==> src/rtl/aop_sys_mult.sv <==
module aop_sys_mult #(
  parameter int M = 4
) (
  input  logic         clk,
  input  logic         rst,
  input  logic         in_valid,
  input  logic [M-1:0] a_in,
  input  logic [M-1:0] b_in,
  output logic         out_valid,
  output logic [M-1:0] c_out
);
  localparam int N = M + 1;

  logic [N-1:0] a_ext, b_ext;
  logic [N-1:0] a_q [N-1];
  logic [N-1:0] b_q [N-1];
  logic [N-1:0] s_q [N];
  logic [N-1:0] v_q;

  assign a_ext = in_valid ? {1'b0, a_in} : '0;
  assign b_ext = in_valid ? {1'b0, b_in} : '0;

  genvar r;
  generate
    for (r = 0; r < N; r++) begin : g_row
      logic [N-1:0] a_src, b_src, s_src;
      if (r == 0) begin : g_first
        assign a_src = a_ext;
        assign b_src = b_ext;
        assign s_src = '0;
      end else begin : g_next
        assign a_src = a_q[r-1];
        assign b_src = b_q[r-1];
        assign s_src = s_q[r-1];
      end

      always_ff @(posedge clk) begin
        if (rst) s_q[r] <= '0;
        else     s_q[r] <= s_src ^ ({N{a_src[0]}} & b_src);
      end

      if (r < N - 1) begin : g_fwd
        always_ff @(posedge clk) begin
          if (rst) begin
            a_q[r] <= '0;
            b_q[r] <= '0;
          end else begin
            a_q[r] <= a_src >> 1;
            b_q[r] <= {b_src[N-2:0], b_src[N-1]};
          end
        end
      end
    end
  endgenerate

  always_ff @(posedge clk) begin
    if (rst) begin
      v_q       <= '0;
      out_valid <= 1'b0;
      c_out     <= '0;
    end else begin
      v_q       <= {v_q[N-2:0], in_valid};
      out_valid <= v_q[N-1];
      c_out     <= s_q[N-1][M-1:0] ^ {M{s_q[N-1][M]}};
    end
  end
endmodule

==> config.mk <==
export PLATFORM = sky130hd
export DESIGN_NAME = aop_sys_mult
export DESIGN_NICKNAME = d
export VERILOG_FILES = /design/src/rtl/aop_sys_mult.sv
export SDC_FILE = /design/constraint.sdc
export NUM_CORES = 1
export LEC_CHECK = 0
export BUFFER_PORTS_ARGS = -buffer_cell sky130_fd_sc_hd__clkbuf_2
export CAP_MARGIN = 40
export CORE_MARGIN = 2
export CORE_UTILIZATION = 53
export CTS_CLUSTER_SIZE = 40
export DETAILED_ROUTE_END_ITERATION = 8
export PLACE_DENSITY_LB_ADDON = 0.3
export SYNTH_ARGS = -nofsm -noshare
export SYNTH_HDL_FRONTEND = slang
export SYNTH_SLANG_ARGS = --single-unit
==> constraint.sdc <==
create_clock -name clk -period 0.95 [get_ports clk]
set_clock_uncertainty 0.05 [all_clocks]
set_input_delay 0.19 -clock clk [delete_from_list [all_inputs] [get_ports clk]]
set_output_delay 0.19 -clock clk [all_outputs]
set_load 0.05 [all_outputs]
==> results of run 1 <==
-- power groups by stage --
stage	logic (W)	clock network [W]	registers [W]
finish	0.000137	0.00100	0.00224
global placement	0.000111	0	0.00229
floorplan	0.0000785	0	0.00229
global route	0.000152	0.00115	0.00225
detailed placement	0.000115	0	0.00229
CTS	0.000139	0.00104	0.00224
-- final timing paths --
check,start,to,slack (ns)
worst max-delay path,c_out[0],c_out[0],-0.12
worst min-delay path,in_valid,v_q[0],0.05
worst max register to register,a_q[0][0],s_q[1][2],0.11
worst min register to register,a_q[0][1],a_q[0][4],0.40
-- logic make-up (layout without fill, tap and decap cells) --
logic type / after synthesis / after routing / share of synthesized area, %
DFF: 52 / 52 / 63.9
buffers and inverters: 7 / 31 / 2.69
and+or+nand+nor: 53 / 53 / 21.2
xor gates and xnor gates: 4 / 4 / 2.15
AOI/OAI and AO/OA: 22 / 22 / 10.1
-- cell type report --
cell class	instances	area share (%)
Timing Repair Buffer	24	11.6
Multi-Input combinational cell	79	28.3
Clock buffer	7	3.38
Sequential cell	52	54.6
Tap cell	33	2.15
-- what timing repair did --
action,CTS,global route
pin swaps,0,0
hold endpoints to repair,10,0
endpoints found under the setup margin,5,10
gates resized for setup,15,7
hold buffers,7,0
-- stage by stage --
step                      hold WS [ns]  setup WS (ns)  cell area [µm²]
after floorplan                  0.219          0.118             1630
after global placement           0.339         0.0884             1730
after detailed placement         0.345         0.0523             1730
after CTS                       0.0397         -0.167             1920
after global routing            0.0370         -0.176             1920
final                           0.0507         -0.124             1920
-- sequential cells by signal (all words and copies together), names as in the netlist --
register / flops
b_q: 12
c_out: 4
out_valid: 1
s_q: 24
v_q: 5
a_q: 6
-- routing by layer --
layer	GRT usage, %	part of all wire (%)	wire length [µm]	vias up
met2	23.9	54	1060	20
li1	-	-	-	491
met3	6.55	5.4	106	4
met1	14.3	39	763	419
met5	0	0	0	-
met4	6.82	1.7	33	0
-- layout by cell type, fill, tap and decap left out, drive strengths merged --
master,instances
dfxtp,52
nor2b,25
clkbuf,17
and2,12
a21bo,11
nand3b,11
a21oi,11
dlygate4sd3,7
buf,7
xnor2,4
nor2,4
and3b,1
==> results.py, run 1 <==
metrics = {
    "pwr": {
        "pwr-share-comb_pct": 4.1,
        "p_leak_nw": 0.765,
        "netSwitchingFraction_pct": 19.4,
        "seqPwrFrac_pct": 66.3,
        "p_sw_w": 0.000658,
        "power_w": 0.00338,
        "power_density_nw_per_um2": 1760,
        "irDropWorstVdd_mv": 1.27,
        "clkPwrFrac_pct": 29.7,
        "internal-power_w": 0.00273,
    },
    "global_route": {
        "antenna_found_initial": 0,
        "track_usage_pct": 14.0,
        "grt_first_pass_wirelength_um": 3530,
        "grt_pass1_vias": 838,
        "grt-ovfl-total": 0,
        "grt_max_degree": 28,
    },
    "sta": {
        "fin_crit_ns": 1.07,
        "finalSetupViolations": 5,
        "final.period_utilization_pct": 113,
        "report.final.slew_viol_count": 0,
        "tns_ns": -0.600,
        "fin_ws_ns": -0.124,
        "hold_viol": 0,
        "relSlewSlack_pct": 82.6,
        "tightest_slew_ns": 0.261,
        "rsz0062_at_grt": "true",
        "max_freq_ghz": 0.931,
    },
    "routing": {
        "route.detailed.drc": 0,
        "vias_per_cell": 4.79,
        "wl_per_cell_um": 10.1,
        "ant_nets": 0,
        "drt-initial-drc-count": 14,
        "routed_wirelength_um": 1970,
        "dr.pass1.iters": 2,
        "vias": 934,
    },
    "clocking": {
        "cts_buffers": 5,
        "cts_buffer_depth": 2,
        "numClockSinks": 52,
        "clk_latency_ns": 0.35,
        "post-cts-setup-buffers": 0,
        "htreeDepth": 2,
        "cts_tree": "done",
        "clk_pin_slew_ns": 0.12,
        "cts-root-buf": "clkbuf_4",
    },
    "setup_path": {
        "critPathKind": "reg2out",
        "cp_slowest_cell": "dfxtp_2",
        "worst_setup_path_end_kind": "output port",
        "cp-start-kind": "flip-flop",
        "max_stage_delay_ns": 0.35,
        "reg2reg_depth": 2,
        "worstPathCellList": "buf_8",
        "crit_family": "flip-flops",
        "path_max_fanout": 1,
        "worstPathBufferInverterCount": 1,
        "cp_num_cells": 1,
        "arrival_ns": 0.83,
        "crit_required_ns": 0.71,
    },
    "logic_synthesis": {
        "synth_cells": 138,
        "synth_area_um2": 1630,
        "ys_types": 13,
        "synth_nets": 149,
        "synth_warnings": 0,
        "synth.largest_area_cell": "dfxtp_1",
        "synth-seq-cells": 52,
        "synth_ff_type": "dfxtp_1",
        "synth_edf_count": 0,
        "synth_area_per_cell_um2": 11.8,
        "yosysMostFrequentCell": "dfxtp_1",
        "ys_async_sr_fraction_pct": 0,
        "synth.yosys.seq_area_share_pct": 63.9,
        "ys_top_cells_by_count": "dfxtp_1 (52), nor2b_1 (24), and2_1 (12)",
        "synthTopCellsByArea": "dfxtp_1 (64%), nor2b_1 (9.2%), a21bo_2 (6.8%), nand3b_1 (5.1%), and2_1 (4.6%)",
        "netlist.area_leader.share_pct": 63.9,
    },
    "finish": {
        "regArea_um2": 1050,
        "nFillCells": 234,
        "fin_nets": 173,
        "diodes": 0,
        "drive_above_1_share_pct": 26.5,
        "area_growth_pct": 18.0,
        "multi_input_area_um2": 546,
        "fin_util_pct": 64.6,
        "fin_cells": 195,
    },
    "floorplan": {
        "core_um2": 2980,
        "ios": 16,
        "num_rows": 20,
        "die_h_um": 59.5,
        "die_w_um": 59.5,
        "initial_core_util_pct": 54.7,
        "die_area_um2": 3540,
    },
    "min_path": {
        "hold_class": "in2reg",
        "worstHoldPathCells": 2,
    },
    "placed_design": {
        "dp_hpwl_um": 1330,
        "dp_cells": 181,
        "port-buffer-count": 15,
        "gp_congestion": 0.710,
    },
    "status": {
        "outcome": "finished, violations left",
        "violations": "negative setup slack",
    },
    "flow_run": {
        "max_cap_viol_count": 0,
    },
}
(Power assumes the default switching activity.)
==> inputs of run 2 (changes only) <==
--- a/config.mk
+++ b/config.mk
@@ -12,6 +12,7 @@
 export CTS_CLUSTER_SIZE = 40
 export DETAILED_ROUTE_END_ITERATION = 8
 export PLACE_DENSITY_LB_ADDON = 0.3
+export RECOVER_POWER = 50
 export SYNTH_ARGS = -nofsm -noshare
 export SYNTH_HDL_FRONTEND = slang
 export SYNTH_SLANG_ARGS = --single-unit
==> run 2 against run 1 <==
The run still ends with negative setup slack left. Sequential power about the same. Global-route usage unchanged. Via count up 0.75%. Sequential share of layout area up 0.65 points. Highest routed layer unchanged.
==> results.py, run 2 (same netlist as run 1, synthesis figures left out) <==
metrics = {
    "placed_design": {
        "dp_hpwl_um": 1330,
        "dpl_cell_area_um2": 1730,
        "port-buffer-count": 15,
        "gp_congestion": 0.710,
    },
    "sta": {
        "relSlewSlack_pct": 73.9,
        "report.final.slew_viol_count": 0,
        "fin_crit_ns": 1.07,
        "hold_viol": 0,
        "tns_ns": -0.607,
        "fin_ws_ns": -0.125,
        "rsz0062_at_grt": "true",
        "max_freq_ghz": 0.930,
        "finalSetupViolations": 5,
        "final.period_utilization_pct": 113,
        "tightest_slew_ns": 0.391,
    },
    "clocking": {
        "cts_buffers": 5,
        "clk_latency_ns": 0.35,
        "cts_buffer_depth": 2,
        "clk_pin_slew_ns": 0.13,
        "cts-root-buf": "clkbuf_4",
        "htreeDepth": 2,
        "numClockSinks": 52,
        "post-cts-setup-buffers": 0,
        "cts_tree": "done",
    },
    "setup_path": {
        "cp_slowest_cell": "dfxtp_2",
        "worstPathCellList": "buf_8",
        "cp-start-kind": "flip-flop",
        "reg2reg_depth": 2,
        "max_stage_delay_ns": 0.35,
        "worst_setup_path_end_kind": "output port",
        "critPathKind": "reg2out",
        "worstPathBufferInverterCount": 1,
        "path_max_fanout": 1,
        "crit_required_ns": 0.71,
        "crit_family": "flip-flops",
        "cp_num_cells": 1,
        "rrSetupSlack_ns": 0.11,
        "arrival_ns": 0.83,
    },
    "min_path": {
        "worstHoldPathCells": 2,
        "hold_class": "in2reg",
    },
    "floorplan": {
        "die_h_um": 59.5,
        "ios": 16,
        "core_um2": 2980,
        "die_w_um": 59.5,
        "initial_core_util_pct": 54.7,
        "die_area_um2": 3540,
        "num_rows": 20,
    },
    "finish": {
        "final_cell_mix": "dfxtp_1 (45), nor2b_1 (25), and2_1 (12)",
        "top_regs": "s_q x24, b_q x12, a_q x6",
        "fin_util_pct": 63.9,
        "final_area_um2": 1900,
        "diodes": 0,
        "layout_commonest_cell": "dfxtp_1",
        "drive_above_1_share_pct": 25.9,
        "fin_nets": 173,
        "top_register": "s_q",
        "area_growth_pct": 16.7,
        "nFillCells": 236,
        "largest_reg_flops": 24,
    },
    "global_route": {
        "antenna_found_initial": 0,
        "grt-ovfl-total": 0,
        "grt_first_pass_wirelength_um": 3530,
        "track_usage_pct": 14.0,
        "grt_pass1_vias": 838,
        "grt_max_degree": 28,
    },
    "routing": {
        "vias_per_cell": 4.83,
        "ant_nets": 0,
        "vias": 941,
        "dr.pass1.iters": 4,
        "drt-initial-drc-count": 14,
        "wl_per_cell_um": 10.2,
        "routed_wirelength_um": 1980,
        "route.detailed.drc": 0,
    },
    "status": {
        "outcome": "finished, violations left",
        "violations": "negative setup slack",
    },
    "pwr": {
        "p_leak_nw": 0.754,
        "irDropWorstVdd_mv": 1.28,
        "power_density_nw_per_um2": 1770,
    },
    "flow_run": {
        "max_cap_viol_count": 0,
    },
}
==> run 2: cell types whose count changed in the layout (fill, tap and decap cells not counted) <==
cell	delta
nor2b_4	-1
nor2b_1	+1
clkbuf_2	+1
buf_12	-1
==> run 2: final timing paths <==
path                to       from
max           c_out[0]   c_out[0]
min             v_q[0]   in_valid
min reg2reg  s_q[4][3]  s_q[3][3]
max reg2reg  s_q[1][2]  a_q[0][0]
==> run 2: cell type report <==
class	instances	area (µm²)	area share, %
Multi-Input combinational cell	79	538	28.3
Clock buffer	7	65.1	3.42
Tap cell	33	41.3	2.17
Timing Repair Buffer	24	208	10.9
Sequential cell	52	1050	55.2
==> run 2: power by group <==
group          switching (W)  total [W]  internal (W)
logic              0.0000525   0.000126     0.0000732
registers          0.0000205    0.00224       0.00222
clock network       0.000586    0.00101      0.000421
==> run 2: metal layers <==
| layer | GRT usage, % | share of wire [%] | vias up |
|---|---|---|---|
| met5 | 0 | 0 | - |
| met4 | 6.82 | 1.8 | 0 |
| met3 | 6.55 | 4.2 | 4 |
| met2 | 23.9 | 54 | 19 |
| met1 | 14.3 | 40 | 427 |
| li1 | - | - | 491 |
==> run 2: metrics by stage <==
step	setup WS (ns)	hold WS, ns	power, W	std cells
6_report	-0.125	0.113	0.00338	195
5_1_grt	-0.176	0.123	0.00354	195
2_1_floorplan	0.118	0.219	0.00237	138
3_5_place_dp	0.0523	0.345	0.00241	181
3_3_place_gp	0.0884	0.339	0.00240	181
4_1_cts	-0.167	0.0397	0.00343	195
==> run 2: what timing repair did <==
item	4_1_cts	5_1_grt
gates resized for setup	15	7
setup endpoints to repair	5	10
hold endpoints to repair	10	0
hold buffers	7	0
==> inputs of run 3 (changes only) <==
--- a/config.mk
+++ b/config.mk
@@ -9,7 +9,8 @@
 export CAP_MARGIN = 40
 export CORE_MARGIN = 2
 export CORE_UTILIZATION = 53
-export CTS_CLUSTER_SIZE = 40
+export CTS_BUF_LIST = sky130_fd_sc_hd__clkbuf_2
+export CTS_CLUSTER_SIZE = 25
 export DETAILED_ROUTE_END_ITERATION = 8
 export PLACE_DENSITY_LB_ADDON = 0.3
 export RECOVER_POWER = 50
==> run 3 against run 2 <==
The flow still finishes with violations (negative setup slack). Final area shrank 0.26%. Sequential share of layout area is 0.15 points higher. Global-route usage rose by 0.091 points. Non-clock buffer count up 1. Worst hold slack got worse by 0.057 ns. First-iteration DRC count unchanged. Combinational power is 9.5% higher. Cell count is 0.51% higher. Critical path depth stayed put. Die area stayed put. Utilization fell by 0.17 points. Total power decreased by 7.5%. Critical path type unchanged.
==> results.py, run 3 (same netlist as run 1, synthesis figures left out) <==
metrics = {
    "finish": {
        "fin_util_pct": 63.7,
        "final_area_um2": 1900,
        "layout_commonest_cell": "dfxtp_1",
        "top_register": "s_q",
        "diodes": 0,
        "largest_reg_flops": 24,
        "fin_cells": 196,
        "fin_nets": 174,
        "area_growth_pct": 16.3,
        "final_cell_mix": "dfxtp_1 (45), nor2b_1 (24), clkbuf_2 (15), and2_1 (12)",
        "drive_above_1_share_pct": 25.2,
        "top_regs": "s_q x24, b_q x12, a_q x6",
    },
    "global_route": {
        "track_usage_pct": 14.1,
        "antenna_found_initial": 0,
        "grt_first_pass_wirelength_um": 3570,
        "grt_pass1_vias": 858,
        "grt-ovfl-total": 0,
        "grt_max_degree": 28,
    },
    "placed_design": {
        "gp_congestion": 0.710,
        "dpl_cell_area_um2": 1730,
        "dp_hpwl_um": 1330,
        "dp_cells": 181,
        "port-buffer-count": 15,
    },
    "clocking": {
        "cts_tree": "done",
        "cts_buffers": 5,
        "clk_latency_ns": 0.40,
        "clk_pin_slew_ns": 0.22,
        "cts_buffer_depth": 2,
        "post-cts-setup-buffers": 0,
        "cts-root-buf": "clkbuf_2",
        "htreeDepth": 2,
        "numClockSinks": 52,
    },
    "routing": {
        "routed_wirelength_um": 1990,
        "wl_per_cell_um": 10.1,
        "vias": 940,
        "route.detailed.drc": 0,
        "ant_nets": 0,
        "vias_per_cell": 4.80,
        "dr.pass1.iters": 4,
        "drt-initial-drc-count": 14,
    },
    "pwr": {
        "irDropWorstVdd_mv": 1.06,
        "power_density_nw_per_um2": 1650,
        "p_leak_nw": 0.751,
        "power_w": 0.00312,
    },
    "min_path": {
        "worstHoldPathCells": 3,
        "hold_class": "in2reg",
    },
    "setup_path": {
        "worstPathBufferInverterCount": 1,
        "path_max_fanout": 1,
        "crit_family": "flip-flops",
        "critPathKind": "reg2out",
        "max_stage_delay_ns": 0.38,
        "cp_num_cells": 1,
        "startpoint": "c_out[0]",
        "reg2reg_depth": 2,
        "worst_setup_path_end_kind": "output port",
        "arrival_ns": 0.90,
        "rrSetupSlack_ns": 0.10,
        "cp_slowest_cell": "dfxtp_2",
        "crit_required_ns": 0.71,
        "worstPathCellList": "buf_8",
        "crit_end": "c_out[0]",
        "r2r_end": "s_q[1][2]",
        "r2r_start": "a_q[0][0]",
        "cp-start-kind": "flip-flop",
    },
    "floorplan": {
        "die_w_um": 59.5,
        "ios": 16,
        "die_area_um2": 3540,
        "num_rows": 20,
        "core_um2": 2980,
        "initial_core_util_pct": 54.7,
        "die_h_um": 59.5,
    },
    "sta": {
        "report.final.slew_viol_count": 0,
        "rsz0062_at_grt": "true",
        "fin_crit_ns": 1.14,
        "tightest_slew_ns": 0.264,
        "tns_ns": -0.952,
        "relSlewSlack_pct": 82.4,
        "final.period_utilization_pct": 120,
        "max_freq_ghz": 0.874,
        "hold_viol": 0,
        "finalSetupViolations": 5,
        "fin_ws_ns": -0.194,
    },
    "status": {
        "violations": "negative setup slack",
        "outcome": "finished, violations left",
    },
    "flow_run": {
        "max_cap_viol_count": 0,
    },
}
## run 3: worst min path at each step
stage / start / end / slack [ns]
3_5_place_dp: a_in[1] / a_q[0][0] / 0.34
3_3_place_gp: a_in[2] / a_q[0][1] / 0.34
6_report: rst / a_q[0][4] / 0.06
2_1_floorplan: rst / b_q[0][5] / 0.22
5_1_grt: rst / a_q[0][5] / 0.02
4_1_cts: rst / a_q[0][5] / 0.04
## run 3: routing by layer
| layer | global-route usage, % | vias to the layer above | part of all wire, % |
|---|---|---|---|
| met5 | 0 | - | 0 |
| met4 | 6.82 | 0 | 1.6 |
| met3 | 6.55 | 4 | 4.2 |
| met2 | 24.6 | 20 | 53 |
| met1 | 13.9 | 424 | 41 |
| li1 | - | 492 | - |
## run 3: stage by stage
step	hold slack (ns)	worst slack (ns)
floorplan	0.219	0.118
global route	0.0190	-0.281
global placement	0.339	0.0884
finish	0.0563	-0.194
detailed placement	0.345	0.0523
CTS	0.0437	-0.253
## run 3: worst register-to-register path, stage by stage, from the launching register on
cell	delay, ns
dfxtp_1	0.41
a21bo_2	0.23
a21oi_1	0.11
## run 3: timing repair
action                     in CTS  in global routing
setup endpoints to repair       5                 12
hold buffers                    8                  0
hold endpoints to repair       12                  0
resized for setup              15                  7
## run 3: layout make-up
class	instances	area, µm²
clock buffers	5	25.0
flip-flops and latches	52	1050
repair buffers	25	233
well taps	33	41.3
multi-input cells	79	541
fillers	233	1080
clock inverters	2	7.51
## run 3: report_power, final
part / internal (W) / total [W] / switching, W
clock network: 0.000152 / 0.000737 / 0.000585
logic: 0.0000833 / 0.000138 / 0.0000546
registers: 0.00223 / 0.00225 / 0.0000204
total: 0.00246 / 0.00312 / 0.000660
